[config.mk]
export PLATFORM = sky130hd
export DESIGN_NAME = i2c_regport_slave
export DESIGN_NICKNAME = d
export VERILOG_FILES = /design/src/rtl/i2c_rp_pkg.sv /design/src/rtl/i2c_rp_sync.sv /design/src/rtl/i2c_rp_busmon.sv /design/src/rtl/i2c_rp_engine.sv /design/src/rtl/i2c_regport_slave.sv
export SDC_FILE = /design/constraint.sdc
export NUM_CORES = 1
export LEC_CHECK = 0
export ABC_AREA = 1
export BUFFER_PORTS_ARGS = -buffer_cell sky130_fd_sc_hd__buf_2
export CAP_MARGIN = 20
export CORE_MARGIN = 2
export CORE_UTILIZATION = 50
export CTS_CLUSTER_SIZE = 20
export DETAILED_ROUTE_END_ITERATION = 6
export PLACE_DENSITY = 0.7
export SLEW_MARGIN = 20
export SYNTH_ARGS = -nofsm -noshare
export SYNTH_HDL_FRONTEND = slang
export SYNTH_SLANG_ARGS = --single-unit
[constraint.sdc]
create_clock -name clk -period 2.78 [get_ports clk]
set_input_delay 0.417 -clock clk [delete_from_list [all_inputs] [get_ports clk]]
set_output_delay 0.417 -clock clk [all_outputs]
set_load 0.01 [all_outputs]
[src/rtl/i2c_rp_pkg.sv]
package i2c_rp_pkg;

  typedef enum logic [2:0] {
    ST_IDLE,
    ST_RX,
    ST_RXDONE,
    ST_ACK,
    ST_TX,
    ST_MACK,
    ST_MNEXT,
    ST_WAIT
  } eng_state_e;

  typedef enum logic [1:0] {
    K_ADDR,
    K_CMD,
    K_DATA
  } byte_kind_e;

  typedef struct packed {
    logic scl_lvl;
    logic sda_lvl;
    logic scl_rise;
    logic scl_fall;
    logic start;
    logic stop;
  } bus_ev_t;

endpackage

[src/rtl/i2c_rp_sync.sv]
module i2c_rp_sync #(
  parameter int W       = 2,
  parameter int STAGES  = 2,
  parameter bit RST_VAL = 1'b1
) (
  input  logic         clk,
  input  logic         rst_n,
  input  logic [W-1:0] d_i,
  output logic [W-1:0] q_o
);

  logic [W-1:0] stage_q [STAGES];

  generate
    for (genvar s = 0; s < STAGES; s++) begin : g_stage
      always_ff @(posedge clk or negedge rst_n) begin
        if (!rst_n) begin
          stage_q[s] <= {W{RST_VAL}};
        end else begin
          if (s == 0) stage_q[s] <= d_i;
          else        stage_q[s] <= stage_q[(s == 0) ? 0 : s - 1];
        end
      end
    end
  endgenerate

  assign q_o = stage_q[STAGES-1];

endmodule

[src/rtl/i2c_rp_busmon.sv]
module i2c_rp_busmon
  import i2c_rp_pkg::*;
(
  input  logic    clk,
  input  logic    rst_n,
  input  logic    scl_s,
  input  logic    sda_s,
  output bus_ev_t ev_o
);

  logic scl_q, sda_q;

  always_ff @(posedge clk or negedge rst_n) begin
    if (!rst_n) begin
      scl_q <= 1'b1;
      sda_q <= 1'b1;
    end else begin
      scl_q <= scl_s;
      sda_q <= sda_s;
    end
  end

  always_comb begin
    ev_o.scl_lvl  = scl_s;
    ev_o.sda_lvl  = sda_s;
    ev_o.scl_rise = scl_s & ~scl_q;
    ev_o.scl_fall = ~scl_s & scl_q;
    ev_o.start    = scl_s & scl_q & sda_q & ~sda_s;
    ev_o.stop     = scl_s & scl_q & ~sda_q & sda_s;
  end

endmodule

[src/rtl/i2c_rp_engine.sv]
module i2c_rp_engine
  import i2c_rp_pkg::*;
#(
  parameter int DW      = 8,
  parameter int AW      = 7,
  parameter int STRAP_W = 3,
  parameter int PW      = 2,
  parameter logic [AW-STRAP_W-1:0] ADDR_HI = 4'b0111
) (
  input  logic               clk,
  input  logic               rst_n,
  input  bus_ev_t            ev_i,
  input  logic [STRAP_W-1:0] strap_i,
  input  logic [DW-1:0]      rd_data_i,
  output logic               sda_pull_o,
  output logic [PW-1:0]      ptr_o,
  output logic               wr_o,
  output logic [DW-1:0]      wdata_o,
  output logic               rd_open_o
);

  localparam int CW = $clog2(DW) + 1;

  eng_state_e      state_q, state_n;
  byte_kind_e      kind_q, kind_n;
  logic [CW-1:0]   cnt_q, cnt_n;
  logic [DW-1:0]   sh_q, sh_n;
  logic            is_rd_q, is_rd_n;
  logic [PW-1:0]   ptr_q, ptr_n;
  logic            pvld_q, pvld_n;
  logic            pull_q, pull_n;
  logic            wr_q, wr_n;
  logic [DW-1:0]   wd_q, wd_n;
  logic            rdo_q, rdo_n;

  logic [DW-1:0]   full_byte;
  logic            addr_hit;
  logic            ack_dec;

  assign full_byte = {sh_q[DW-2:0], ev_i.sda_lvl};
  assign addr_hit  = (sh_q[DW-1:1] == {ADDR_HI, strap_i});

  always_comb begin
    if (kind_q == K_ADDR) ack_dec = addr_hit & (~sh_q[0] | pvld_q);
    else                  ack_dec = 1'b1;
  end

  always_comb begin
    state_n = state_q;
    kind_n  = kind_q;
    cnt_n   = cnt_q;
    sh_n    = sh_q;
    is_rd_n = is_rd_q;
    ptr_n   = ptr_q;
    pvld_n  = pvld_q;
    pull_n  = pull_q;
    wr_n    = 1'b0;
    wd_n    = wd_q;
    rdo_n   = 1'b0;

    if (ev_i.stop) begin
      state_n = ST_IDLE;
      pull_n  = 1'b0;
    end else if (ev_i.start) begin
      state_n = ST_RX;
      kind_n  = K_ADDR;
      cnt_n   = '0;
      pull_n  = 1'b0;
    end else begin
      case (state_q)
        ST_RX: begin
          if (ev_i.scl_rise) begin
            sh_n  = full_byte;
            cnt_n = cnt_q + 1'b1;
            if (cnt_q == CW'(DW - 1)) state_n = ST_RXDONE;
          end
        end
        ST_RXDONE: begin
          if (ev_i.scl_fall) begin
            if (ack_dec) begin
              pull_n  = 1'b1;
              state_n = ST_ACK;
              if (kind_q == K_ADDR) is_rd_n = sh_q[0];
            end else begin
              state_n = ST_WAIT;
            end
          end
        end
        ST_ACK: begin
          if (ev_i.scl_rise) begin
            case (kind_q)
              K_ADDR: rdo_n = is_rd_q;
              K_CMD: begin
                ptr_n  = sh_q[PW-1:0];
                pvld_n = 1'b1;
              end
              default: begin
                wr_n = 1'b1;
                wd_n = sh_q;
              end
            endcase
          end
          if (ev_i.scl_fall) begin
            cnt_n = '0;
            if (kind_q == K_ADDR && is_rd_q) begin
              sh_n    = rd_data_i;
              pull_n  = ~rd_data_i[DW-1];
              state_n = ST_TX;
            end else begin
              pull_n  = 1'b0;
              state_n = ST_RX;
              kind_n  = (kind_q == K_ADDR) ? K_CMD : K_DATA;
            end
          end
        end
        ST_TX: begin
          if (ev_i.scl_rise) cnt_n = cnt_q + 1'b1;
          if (ev_i.scl_fall) begin
            if (cnt_q == CW'(DW)) begin
              pull_n  = 1'b0;
              state_n = ST_MACK;
            end else begin
              sh_n   = {sh_q[DW-2:0], 1'b0};
              pull_n = ~sh_q[DW-2];
            end
          end
        end
        ST_MACK: begin
          if (ev_i.scl_rise) state_n = ev_i.sda_lvl ? ST_WAIT : ST_MNEXT;
        end
        ST_MNEXT: begin
          if (ev_i.scl_fall) begin
            cnt_n   = '0;
            sh_n    = rd_data_i;
            pull_n  = ~rd_data_i[DW-1];
            state_n = ST_TX;
          end
        end
        default: ;
      endcase
    end
  end

  always_ff @(posedge clk or negedge rst_n) begin
    if (!rst_n) begin
      state_q <= ST_IDLE;
      kind_q  <= K_ADDR;
      cnt_q   <= '0;
      sh_q    <= '0;
      is_rd_q <= 1'b0;
      ptr_q   <= '0;
      pvld_q  <= 1'b0;
      pull_q  <= 1'b0;
      wr_q    <= 1'b0;
      wd_q    <= '0;
      rdo_q   <= 1'b0;
    end else begin
      state_q <= state_n;
      kind_q  <= kind_n;
      cnt_q   <= cnt_n;
      sh_q    <= sh_n;
      is_rd_q <= is_rd_n;
      ptr_q   <= ptr_n;
      pvld_q  <= pvld_n;
      pull_q  <= pull_n;
      wr_q    <= wr_n;
      wd_q    <= wd_n;
      rdo_q   <= rdo_n;
    end
  end

  assign sda_pull_o = pull_q;
  assign ptr_o      = ptr_q;
  assign wr_o       = wr_q;
  assign wdata_o    = wd_q;
  assign rd_open_o  = rdo_q;

  // the pull enable moves only after the clock line was seen low, or on a bus condition
  p_pull_scl_low_r10: assert property (@(posedge clk) disable iff (!rst_n)
    !$stable(pull_q) |-> (!$past(ev_i.scl_lvl) || $past(ev_i.start) || $past(ev_i.stop)));

  // a STOP always leaves the data line released
  p_stop_release_r9: assert property (@(posedge clk) disable iff (!rst_n)
    ev_i.stop |=> !pull_q);

  // the write strobe lasts a single cycle
  p_wr_single_r4: assert property (@(posedge clk) disable iff (!rst_n)
    wr_q |=> !wr_q);

  // the read pulse lasts a single cycle and only follows a granted pointer
  p_rdopen_single_r8: assert property (@(posedge clk) disable iff (!rst_n)
    rdo_q |=> !rdo_q);
  p_rdopen_valid_r8: assert property (@(posedge clk) disable iff (!rst_n)
    rdo_q |-> (pvld_q && is_rd_q));

  // a read address before any command byte is never acknowledged
  p_early_read_nack_r6: assert property (@(posedge clk) disable iff (!rst_n)
    (state_q == ST_RXDONE && kind_q == K_ADDR && ev_i.scl_fall && !ev_i.start
     && !ev_i.stop && sh_q[0] && !pvld_q) |=> !pull_q);

  // acknowledging an address implies the address matched the straps
  p_addr_ack_match_r1: assert property (@(posedge clk) disable iff (!rst_n)
    ($rose(pull_q) && state_q == ST_ACK && kind_q == K_ADDR) |-> addr_hit);

  // the pointer only moves at the acknowledge of a command byte
  p_ptr_hold_r5: assert property (@(posedge clk) disable iff (!rst_n)
    !$stable(ptr_q) |-> ($past(state_q) == ST_ACK && $past(kind_q) == K_CMD));

endmodule

[src/rtl/i2c_regport_slave.sv]
module i2c_regport_slave
  import i2c_rp_pkg::*;
#(
  parameter int DW          = 8,
  parameter int AW          = 7,
  parameter int STRAP_W     = 3,
  parameter int NREG        = 4,
  parameter int SYNC_STAGES = 2,
  parameter logic [AW-STRAP_W-1:0] ADDR_HI = 4'b0111
) (
  input  logic                    clk,
  input  logic                    rst_n,
  input  logic                    scl_i,
  input  logic                    sda_i,
  input  logic [STRAP_W-1:0]      strap_i,
  output logic                    sda_pull_o,
  output logic [$clog2(NREG)-1:0] reg_ptr_o,
  output logic                    reg_wr_o,
  output logic [DW-1:0]           reg_wdata_o,
  input  logic [DW-1:0]           reg_rdata_i,
  output logic                    rd_open_o
);

  localparam int PW = $clog2(NREG);

  logic [1:0] lines_s;
  bus_ev_t    ev;

  i2c_rp_sync #(
    .W       (2),
    .STAGES  (SYNC_STAGES),
    .RST_VAL (1'b1)
  ) u_sync (
    .clk   (clk),
    .rst_n (rst_n),
    .d_i   ({scl_i, sda_i}),
    .q_o   (lines_s)
  );

  i2c_rp_busmon u_mon (
    .clk   (clk),
    .rst_n (rst_n),
    .scl_s (lines_s[1]),
    .sda_s (lines_s[0]),
    .ev_o  (ev)
  );

  i2c_rp_engine #(
    .DW      (DW),
    .AW      (AW),
    .STRAP_W (STRAP_W),
    .PW      (PW),
    .ADDR_HI (ADDR_HI)
  ) u_eng (
    .clk        (clk),
    .rst_n      (rst_n),
    .ev_i       (ev),
    .strap_i    (strap_i),
    .rd_data_i  (reg_rdata_i),
    .sda_pull_o (sda_pull_o),
    .ptr_o      (reg_ptr_o),
    .wr_o       (reg_wr_o),
    .wdata_o    (reg_wdata_o),
    .rd_open_o  (rd_open_o)
  );

  // a write strobe and a read pulse never coincide
  p_strobe_excl_r4: assert property (@(posedge clk) disable iff (!rst_n)
    !(reg_wr_o && rd_open_o));

endmodule

# [Yosys cells after proc, flatten, opt, wreduce, memory -nomap -nowiden]
# Index checks and enable logic that the tools add are counted.
[word_totals] out_inout_bits=13 inputBits=15 reg_bits=38
[op_classes] muxes=51 bitwise_logic=19 add_sub_neg=1 eq_ne=28 reduce_logical=19
[ops] cell="$mux W8" count=6
[ops] cell="$mux W3" count=12
[ops] cell="$pmux W8 S4" count=1
[ops] cell="$ne A4 B4 Y1 const B" count=6
[ops] cell="$mux W1" count=21
[ops] cell="$pmux W3 S6" count=1
[ops] cell="$reduce_and A9 Y1" count=2
[ops] cell="$mux W4" count=3
[ops] cell="$ne A2 B2 Y1 const B" count=6
[ops] cell="$ne A4 B3 Y1 const B" count=3
[ops] cell="$reduce_and A6 Y1" count=2
[ops] cell="$mux W2" count=5
[ops] cell="$not A1 Y1" count=10
[ops] cell="$reduce_and A5 Y1" count=2
[ops] cell="$eq A3 B3 Y1 const B" count=3
[ops] cell="$and A1 B1 Y1" count=8
[ops] cell="$pmux W4 S2" count=1
[ops] cell="$reduce_and A4 Y1" count=2
[ops] cell="$reduce_bool A8 Y1" count=1
[ops] cell="$eq A7 B6 Y1" count=1
[ops] cell="$eq A3 B2 Y1 const B" count=2
[ops] cell="$ne A3 B1 Y1 const B" count=2
[ops] cell="$reduce_bool A6 Y1" count=1
[ops] cell="$reduce_or A2 Y1" count=3
[ops] cell="13 further kinds" count=14

# [Longest topological paths before layout]
# Gate-level depths: netlist of run 1.
[depth] ltp_word=9 depth_mapped=11 depth_no_buf=11

# [Hierarchy]
# A second synthesis of run 1 with hierarchy kept.
[hier_totals] hier_cells=279 area_unflattened_um2=2114.5
[modules_own_cells] module="i2c_rp_engine" instances=1 area_each_um2=1885.6 cells_each=258
[modules_own_cells] module="i2c_rp_sync" instances=1 area_each_um2=120.1 cells_each=6
[modules_own_cells] module="i2c_rp_busmon" instances=1 area_each_um2=108.9 cells_each=15

# [Worst setup path before layout of run 1]
# OpenSTA, ideal clock, no wires.
[synth_timing] path_type="flip-flop to flip-flop" startpoint="register u_sync.stage_q (netlist bit u_sync.q_o[0])" endpoint="register u_eng.sh_q[5]" path_stages_with_launch=11 period_less_slack_ns=1.550 path_slack_ns=1.230 arrival_ns=1.429 setup_time_ns=0.121 cell_sequence="dfstp_2 inv_1 nand2_1 nor2_4 inv_2 nand2_1 nor2_1 nand4_4 buf_6 nand2_1 o21ai_1"
[synth_via] elab_chain_cells=4 elab_cells_between_ends=6 cone_classes="bitwise: 5; reduce/logical: 1"
[synth_lines] item="start, declared" line_no="i2c_rp_sync.sv:12" source="logic [W-1:0] stage_q [STAGES];"
[synth_lines] item="start signal, assigned by index" line_no="i2c_rp_sync.sv:18" source="stage_q[s] <= {W{RST_VAL}};"
[synth_lines] item="start signal, assigned by index" line_no="i2c_rp_sync.sv:20" source="if (s == 0) stage_q[s] <= d_i;"
[synth_lines] item="start signal, assigned by index" line_no="i2c_rp_sync.sv:21" source="else stage_q[s] <= stage_q[(s == 0) ? 0 : s - 1];"
[synth_lines] item="$not A1 Y1" line_no="i2c_rp_busmon.sv:28" source="ev_o.start = scl_s & scl_q & sda_q & ~sda_s;"
[synth_lines] item="$and A1 B1 Y1" line_no="i2c_rp_busmon.sv:28"
[synth_lines] item="$not A1 Y1 (no source line)"
[synth_lines] item="$reduce_and A9 Y1 (no source line) (*)"
[synth_lines] item="end signal, assigned" line_no="i2c_rp_engine.sv:161" source="sh_q <= sh_n;"
[synth_lines] item="end, declared" line_no="i2c_rp_engine.sv:27" source="logic [DW-1:0] sh_q, sh_n;"
# Mark *: on every way between the ends. The rest lies on a longest branch, timed or not.
# A chain may end at the register's enable or synchronous reset.

# [Worst setup path in the final report of run 1]
[layout_timing] startpoint="register u_sync.stage_q (netlist bit u_sync.q_o[0])" endpoint="register u_eng.sh_q[4]"
# Same word-level chain as after synthesis.

==> metrics.csv, run 1 <==
stage,metric,value,unit
outcome,status,"complete, no violations",
setup_path,crit-reg2reg-launch,u_sync.q_o[0]$_DFF_PN1_,
clocking,cts_setup_buffers,0,
power,leakage,1.24,nW
clocking,cts_sinks,38,
grt,antenna_found_initial,0,
grt,grt_overflow,0,
floorplanning,io_pins,28,
synthesis,synthCells,272,
clocking,cts_root_buffer,clkbuf_8,
grt,track_usage,19.5,%
layout,diodes,0,
floorplanning,chipHeight,68.4,um
placement,dpl.hpwl,3100,um
synthesis,synth.most_common_cell,nand2_1,
timing,hold_violations,0,
placement,dp_slack,1060,ps
power,max-vdd-ir-drop,0.577,mV
timing,slew_viol_final,0,
synthesis,synth_top_cell_by_area,dfrtp_1,
floorplanning,rows,23,
synthesis,netlist_top_cells_area,"dfrtp_1 39%, nand2_1 16%, dfstp_2 7.6%, inv_1 6.0%, nor2_1 4.3%",
timing,tightest_slew,827,ps
routing,drc,0,
synthesis,avgSynthCellArea,7.63,sq um
setup_path,rrSetupSlack,1050,ps
setup_path,cp-start-kind,flop,
placement,gp_congestion,0.971,
routing,dr.first_iter.drc_count,169,
timing,finalSetupTns,0,ps
routing,viasPerCell,4.95,
clocking,cts_buffer_depth,2,
timing,max_freq,578,MHz
layout,finalNonFillerCells,354,
setup_path,cp_max_fo,16,
setup_path,rr_endpoint,u_eng.sh_q[4]$_DFFE_PN0P_,
floorplanning,die_area,4680,sq um
routing,routed_wl,4130,um
clocking,clk_pin_slew,80,ps
grt,grt_max_degree,39,
synthesis,synthesis.area,2070,sq um
setup_path,r2r_cells,9,
synthesis,syn_nets,290,
synthesis,synth_edf_count,0,
floorplanning,die_x,68.4,um
setup_path,endpoint_kind,flop,
routing,vias,1751,
placement,dpl.cell_count,346,
placement,io_buffers,27,
routing,wl_per_cell,11.7,um
grt,grt_pass1_vias,1529,
power,total_power,2.40,mW
job,cap_violations,0,
layout,syn_to_final_growth,14.0,%
synthesis,synthArstFlopShare,100,%
layout,final_nets,321,
grt,grt_pass1_wl,6730,um
clocking,numCtsBuffers,5,
synthesis,yosysSeqAreaShare,46.2,%
clocking,ctsHoldBuffers,0,
min_path,min_path_type,in -> async,
setup_path,worstPathArrival,1900,ps
timing,skew,8.40,ps
routing,first_pass_iters,4,
synthesis,yosysTopAreaCellShare,38.6,%
clocking,htree_levels,2,
timing,period_minus_slack,1730,ps
setup_path,path_class,reg -> reg,
timing,rsz0062_at_grt,false,
floorplanning,core_area,4000,sq um
timing,finalCritPeriodShare,62.2,%
timing,setup_ws,1050,ps
synthesis,yosysUniqueCellTypes,31,
clocking,cts_tree,yes,
synthesis,ys_warn_count,0,
setup_path,required,2950,ps
floorplanning,start_util,51.9,%
synthesis,synth_commonest_cells,"87 x nand2_1, 33 x inv_1, 32 x dfrtp_1",
timing,max-slew-margin-rel,44.9,%
power,pwr_density_cell,1020,nW/um^2
clocking,insertion_delay,280,ps
routing,ant_nets,0,
synthesis,yosys_register_bits,38,
clocking,cts_resized,0,
synthesis,ys.flop_type,dfrtp_1,
layout,drive_gt1_share,23.0,%
timing,setup-violations-final,0,
==> flip-flops by register name, summed over array words and instances (netlist names) <==
signal	cells
u_mon.scl_q	1
u_eng.rd_open_o	1
u_sync.stage_q	2
u_eng.state_q	3
u_eng.cnt_q	4
u_eng.pvld_q	1
u_sync.q_o	2
u_eng.ptr_o	2
u_eng.sda_pull_o	1
u_eng.wdata_o	8
u_eng.sh_q	8
u_eng.wr_o	1
u_mon.sda_q	1
u_eng.kind_q	2
u_eng.is_rd_q	1
==> layout make-up <==
class | count | area (sq um)
Multi-Input combinational cell | 189 | 935
Clock buffer | 7 | 86.3
Tap cell | 50 | 62.6
Sequential cell | 38 | 958
Inverter | 42 | 158
Fill cell | 378 | 1640
Timing Repair Buffer | 27 | 135
Clock inverter | 1 | 30.0
==> report_power, final <==
part	switching [mW]	total [mW]	leakage (nW)	internal, mW
sequential	0.120	0.811	0.491	0.691
combinational	0.735	1.11	0.689	0.376
clock	0.186	0.478	0.0585	0.293
total	1.04	2.40	1.24	1.36
==> worst max-delay path, cell delays in order (launching register included) <==
cell	delay (ps)
dfstp_2	560
inv_1	50
nand2_1	100
nor2_4	60
inv_2	70
nand2_1	100
nor2_1	180
nand4_4	280
nand2_1	170
o21ai_2	60
==> how the worst max path moves through the flow <==
stage                                            start                         end
final                          u_sync.q_o[0]$_DFF_PN1_   u_eng.sh_q[4]$_DFFE_PN0P_
after global routing      u_eng.state_q[2]$_DFFE_PN0P_  u_eng.cnt_q[0]$_DFFE_PN0P_
after CTS                      u_sync.q_o[0]$_DFF_PN1_   u_eng.sh_q[4]$_DFFE_PN0P_
after detailed placement       u_sync.q_o[0]$_DFF_PN1_   u_eng.sh_q[4]$_DFFE_PN0P_
after global placement         u_sync.q_o[0]$_DFF_PN1_   u_eng.sh_q[2]$_DFFE_PN0P_
after floorplan                u_sync.q_o[0]$_DFF_PN1_   u_eng.sh_q[5]$_DFFE_PN0P_
==> cells by family (layout without fill, tap and decap cells) <==
logic type	after synthesis	in the layout	share of synthesized area, %
buffers and inverters	45	77	8.75
flip-flops	38	38	46.2
adder cells (fa/ha/maj)	3	3	1.81
AND/OR/NAND/NOR	146	146	31.4
AO/OA/AOI/OAI	38	38	11.0
XOR/XNOR	2	2	0.845
==> per-stage QoR <==
step,cell area [sq um],hold WS (ps),util (%)
final,2360,226,59.1
after global routing,2360,212,59.1
after CTS,2360,222,59.1
after detailed placement,2250,349,56.2
after global placement,2250,348,56.2
after floorplan,2070,121,-
==> placed cells by master (no fill, tap or decap) <==
| cell | Yosys | layout |
|---|---|---|
| a21oi_1 | 3 | 3 |
| nand2_2 | 3 | 3 |
| buf_2 | 1 | 27 |
| o21bai_1 | 1 | 1 |
| a31o_2 | 1 | 1 |
| or2_2 | 2 | 2 |
| nand3_2 | 1 | 1 |
| nor3_1 | 1 | 1 |
| nor2_1 | 24 | 24 |
| xnor2_1 | 1 | 1 |
| nand3_1 | 16 | 16 |
| clkbuf_1 | 0 | 1 |
| dfstp_2 | 6 | 6 |
| ha_1 | 3 | 3 |
| nand4_4 | 1 | 1 |
| nand2_4 | 1 | 1 |
| clkbuf_8 | 0 | 6 |
| o21ai_1 | 13 | 13 |
| nor2_2 | 2 | 2 |
| a211oi_1 | 2 | 2 |
| dfrtp_1 | 32 | 32 |
| o21ai_0 | 11 | 11 |
| xor2_1 | 1 | 1 |
| inv_1 | 33 | 33 |
| bufinv_16 | 0 | 1 |
| nor3_2 | 1 | 1 |
| nor2_4 | 2 | 2 |
| a21oi_2 | 1 | 1 |
| inv_2 | 9 | 9 |
| nand2_1 | 87 | 87 |
| o21ai_2 | 6 | 6 |
| nand4_1 | 5 | 5 |
==> metal layers <==
metal / vias up / GRT usage [%] / wire, um / share of wire (%)
li1: 913 / - / - / -
met1: 786 / 26.7 / 1970 / 48
met2: 50 / 29.2 / 1880 / 46
met3: 2 / 4.44 / 242 / 5.9
met4: 0 / 9.00 / 36 / 0.87
met5: - / 0 / 0 / 0
No activity file was read; power rests on OpenSTA's default activity.
==> run 2: changes to the inputs <==
Settings changed: PLACE_DENSITY 0.7 to 0.73.
Clock period 2.78 ns to 1.5 ns, I/O delays scaled along.
==> metrics.csv, run 2 (synthesis results as in run 1) <==
stage,metric,value,unit
clocking,cts_buffer_depth,2,
routing,drc,0,
min_path,whs_path_depth,1,
setup_path,crit-reg2reg-launch,u_mon.scl_q$_DFF_PN1_,
clocking,htree_levels,2,
layout,final_cell_mix,"76 x nand2_1, 31 x inv_1, 30 x dfrtp_1, 28 x buf_4, 27 x buf_2",
clocking,cts_tree,yes,
timing,tightest_slew,441,ps
floorplanning,chipHeight,68.4,um
outcome,violations,negative setup slack,
setup_path,cp-start-kind,flop,
timing,slew_viol_final,0,
min_path,min_path_type,in -> reg,
min_path,worstHoldEndpoint,u_sync.stage_q[3]$_DFF_PN1_,
clocking,insertion_delay,290,ps
timing,hold_violations,0,
grt,track_usage,23.6,%
grt,grt_pass1_wl,7940,um
clocking,numCtsBuffers,5,
setup_path,crit_chain,"nand2_4, nor2_4, buf_6, nor2_4, nand2_1, nand2_2, nor2_4, buf_6, nand3_1, nand2_1",
placement,gp_congestion,0.919,
routing,first_pass_iters,4,
clocking,cts_root_buffer,clkbuf_8,
setup_path,rr_endpoint,u_eng.cnt_q[3]$_DFFE_PN0P_,
setup_path,endpoint_kind,flop,
layout,final_nets,355,
setup_path,slowest_stage,dfstp_2,
placement,dpl.hpwl,3620,um
layout,diodes,0,
floorplanning,die_area,4680,sq um
timing,max-slew-margin-rel,70.6,%
floorplanning,die_x,68.4,um
timing,skew,3.84,ps
placement,dpl.cell_count,373,
timing,period_minus_slack,1590,ps
routing,viasPerCell,5.00,
routing,wl_per_cell,13.0,um
setup_path,r2r_cells,10,
routing,dr.first_iter.drc_count,149,
power,leakage,1.43,nW
setup_path,cpPeakStageDelay,580,ps
timing,holdWs,22.7,ps
job,cap_violations,0,
power,total_power,5.34,mW
grt,grt_pass1_vias,1766,
floorplanning,rows,23,
grt,grt_max_degree,22,
floorplanning,core_area,4000,sq um
routing,routed_wl,5060,um
setup_path,cp_num_cells,10,
grt,antenna_found_initial,0,
setup_path,cp_max_fo,5,
floorplanning,io_pins,28,
outcome,status,"finished, violations left",
layout,finalNonFillerCells,388,
grt,grt_overflow,0,
timing,finalSetupTns,-581,ps
timing,setup_ws,-89.2,ps
placement,io_buffers,27,
min_path,min_from,scl_i,
power,max-vdd-ir-drop,1.35,mV
setup_path,cpMostUsedCell,nor2_4,
routing,ant_nets,0,
layout,syn_to_final_growth,32.2,%
setup_path,crit_family,simple AND/OR/NAND/NOR gates,
setup_path,critPathBufInv,2,
setup_path,worstPathArrival,1830,ps
setup_path,path_class,reg -> reg,
timing,finalCritPeriodShare,106,%
routing,vias,1941,
timing,setup-violations-final,16,
timing,max_freq,629,MHz
floorplanning,start_util,51.9,%
layout,final_common_cell,nand2_1,
clocking,clk_pin_slew,70,ps
setup_path,required,1740,ps
power,pwr_density_cell,1950,nW/um^2
timing,rsz0062_at_grt,true,
layout,drive_gt1_share,37.3,%
setup_path,rrSetupSlack,-90,ps
clocking,cts_sinks,38,
-- run 2: cell type report --
| class | instances | area [sq um] |
|---|---|---|
| Clock inverter | 1 | 30.0 |
| Fill cell | 338 | 1260 |
| Inverter | 42 | 160 |
| Clock buffer | 7 | 86.3 |
| Multi-Input combinational cell | 189 | 1010 |
| Sequential cell | 38 | 961 |
| Timing Repair Buffer | 61 | 429 |
| Tap cell | 50 | 62.6 |
-- run 2: how the worst max path moves through the flow --
stage,start,to,slack (ps)
final,u_mon.scl_q$_DFF_PN1_,u_eng.cnt_q[3]$_DFFE_PN0P_,-90
after CTS,u_mon.scl_q$_DFF_PN1_,u_eng.cnt_q[1]$_DFFE_PN0P_,-9
after global placement,u_sync.q_o[1]$_DFF_PN1_,u_eng.sh_q[2]$_DFFE_PN0P_,-80
after floorplan,u_sync.q_o[0]$_DFF_PN1_,u_eng.sh_q[5]$_DFFE_PN0P_,5
after global routing,u_eng.state_q[2]$_DFFE_PN0P_,u_eng.sh_q[0]$_DFFE_PN0P_,-180
after detailed placement,u_sync.q_o[1]$_DFF_PN1_,u_eng.sh_q[2]$_DFFE_PN0P_,-120
-- run 2: routing by layer --
metal  vias up  GRT usage [%]  routed length, um
li1        986              -                  -
met1       891           30.1               2230
met2        56           37.6               2490
met3         8           5.26                269
met4         0           11.3                 73
met5         -              0                  0
-- run 2: worst register-to-register path, delay by kind of cell, from the launching register on --
kind	cells	cell delay, ps
AND/OR/NAND/NOR	8	680
buffers and inverters	2	250
flip-flops	1	580
-- run 2: repair_timing --
item / CTS / global route
gates resized for setup: 11 / 21
cloned: 0 / 0
hold buffers: 1 / 0
pin swaps: 4 / 14
hold endpoints to repair: 17 / 0
setup endpoints to repair: 15 / 26
setup buffers: 1 / 5
-- run 2: metrics by stage --
stage          utilization (%)  instance area (sq um)  setup slack, ps
2_1_floorplan                -                   2080             5.43
3_3_place_gp              61.7                   2470            -78.1
3_5_place_dp              61.7                   2470             -117
4_1_cts                   66.0                   2640            -9.12
5_1_grt                   68.6                   2740             -180
6_report                  68.6                   2740            -89.2
-- run 2: report_power, final --
part | internal (mW) | switching (mW)
clock | 0.542 | 0.354
sequential | 1.29 | 0.219
combinational | 1.22 | 1.71
total | 3.06 | 2.28
==> run 3: changes to the inputs <==
Settings changed: CORE_UTILIZATION 50 to 45, PLACE_DENSITY 0.73 to 0.66, SLEW_MARGIN 20 to 30.
Clock period 1.5 ns to 1.4 ns, I/O delays scaled along.
==> metrics.csv, run 3 (synthesis results as in run 1) <==
stage,metric,value,unit
clocking,htree_levels,2,
clocking,cts_sinks,38,
timing,skew,5.49,ps
setup_path,endpoint_kind,flop,
clocking,cts_root_buffer,clkbuf_8,
layout,diodes,0,
clocking,cts_buffer_depth,2,
routing,first_pass_iters,4,
power,clkPwrFrac,14.0,%
layout,stdcell_area,2890,sq um
routing,wl_per_cell,12.7,um
layout,final_cell_mix,"70 x nand2_1, 39 x buf_4, 30 x dfrtp_1, 29 x inv_1, 27 x buf_2",
routing,dr.first_iter.drc_count,102,
power,leakage,1.50,nW
setup_path,cp-start-kind,flop,
layout,seq_area,961,sq um
timing,holdWs,266,ps
grt,top_usage_layer,met2,
clocking,numCtsBuffers,5,
floorplanning,die_area,5170,sq um
grt,track_usage,20.7,%
grt,grt_use_met1,26.1,%
timing,period_minus_slack,1600,ps
power,p_sw,2.49,mW
timing,max-slew-margin-rel,68.4,%
power,power_frac_comb,58.1,%
outcome,violations,negative setup slack,
floorplanning,io_pins,28,
floorplanning,core_area,4380,sq um
timing,slew_viol_final,0,
setup_path,required,1590,ps
routing,vias,1986,
routing,ant_nets,0,
grt,grt_overflow,0,
placement,placed_area,2540,sq um
layout,syn_to_final_growth,39.4,%
grt,grt_pass1_vias,1805,
setup_path,path_class,reg -> reg,
min_path,min_path_type,in -> reg,
routing,viasPerCell,4.93,
timing,finalSetupTns,-1960,ps
layout,final_nets,368,
power,seqPwrFrac,27.9,%
timing,setup-violations-final,16,
job,cap_violations,0,
setup_path,cp_max_fo,5,
placement,dpl.hpwl,3620,um
grt,grt_pass1_wl,8160,um
power,pwr_density_cell,2000,nW/um^2
clocking,clk_pin_slew,80,ps
clocking,cts_tree,yes,
placement,gp_congestion,0.911,
grt,grt_use_met2,34.7,%
clocking,insertion_delay,300,ps
timing,hold_violations,0,
routing,drc,0,
timing,max_freq,627,MHz
grt,antenna_found_initial,0,
layout,fillers,360,
setup_path,worstPathArrival,1790,ps
power,max-vdd-ir-drop,1.13,mV
routing,routed_wl,5130,um
placement,io_buffers,27,
outcome,status,"finished, violations left",
timing,tightest_slew,475,ps
timing,setup_ws,-196,ps
timing,finalCritPeriodShare,114,%
power,p_int,3.30,mW
layout,final_common_cell,nand2_1,
power,netSwitchingFraction,43.0,%
grt,met3_usage,5.14,%
floorplanning,start_util,47.3,%
grt,grt_max_degree,39,
floorplanning,chipHeight,71.9,um
timing,rsz0062_at_grt,true,
layout,drive_gt1_share,43.9,%
placement,dpl.cell_count,384,
layout,finalNonFillerCells,403,
floorplanning,die_x,71.9,um
placement,dp_slack,-259,ps
setup_path,rrSetupSlack,-200,ps
layout,multi_input_area,1070,sq um
floorplanning,rows,24,
run 3: power by group through the flow:
stage	Clock, mW	Sequential [mW]	Combinational (mW)
floorplan	0	1.60	1.84
global placement	0	1.58	2.72
detailed placement	0	1.59	2.76
CTS	0.821	1.58	3.02
global route	0.857	1.66	3.74
finish	0.811	1.62	3.37
run 3: layout make-up:
cell class	count	share of cell area, %
multi-input combinational	189	37.0
sequential	38	33.2
timing repair buffer	74	18.6
inverter	42	5.63
clock buffer	6	2.86
tap	52	2.25
clock inverter	2	0.433
run 3: worst max-delay path, stage by stage, from the launching register on:
cell,delay (ps)
dfstp_2,550
inv_1,60
nand2_1,110
nor2_4,60
inv_2,80
nand2_4,70
nor2_4,100
nand4_4,160
buf_12,190
nand2_1,70
o21ai_2,60
run 3: path summary, 6_finish.rpt:
path / start / endpoint / cells past startpoint
setup / recovery: u_mon.sda_q$_DFF_PN1_ / u_eng.sh_q[1]$_DFFE_PN0P_ / 10
hold / removal: reg_rdata_i[3] / u_eng.sh_q[3]$_DFFE_PN0P_ / 5
setup reg to reg: u_mon.sda_q$_DFF_PN1_ / u_eng.sh_q[1]$_DFFE_PN0P_ / 10
hold reg to reg: u_sync.stage_q[2]$_DFF_PN1_ / u_sync.q_o[0]$_DFF_PN1_ / 0
max in group asynchronous: rst_n / u_mon.sda_q$_DFF_PN1_ / 3
min in group asynchronous: rst_n / u_eng.rd_open_o$_DFF_PN0_ / 3
run 3: through the flow:
step / util, % / power, mW
floorplan: - / 3.44
global placement: 58.0 / 4.30
detailed placement: 58.0 / 4.35
CTS: 62.4 / 5.42
global route: 66.0 / 6.26
finish: 66.0 / 5.79
run 3: what timing repair did:
item                                    in CTS  in global routing
gates cloned                                 0                  1
resized for setup                           15                 30
setup buffers                                5                  3
pin swaps                                    5                 13
hold buffers                                 1                  2
hold endpoints to repair                    32                  2
endpoints found under the setup margin      25                 28
run 3: layer usage:
layer | routed length (um) | share of wire, %
met1 | 2280 | 44
met2 | 2560 | 50
met3 | 187 | 3.6
met4 | 111 | 2.2
met5 | 0 | 0
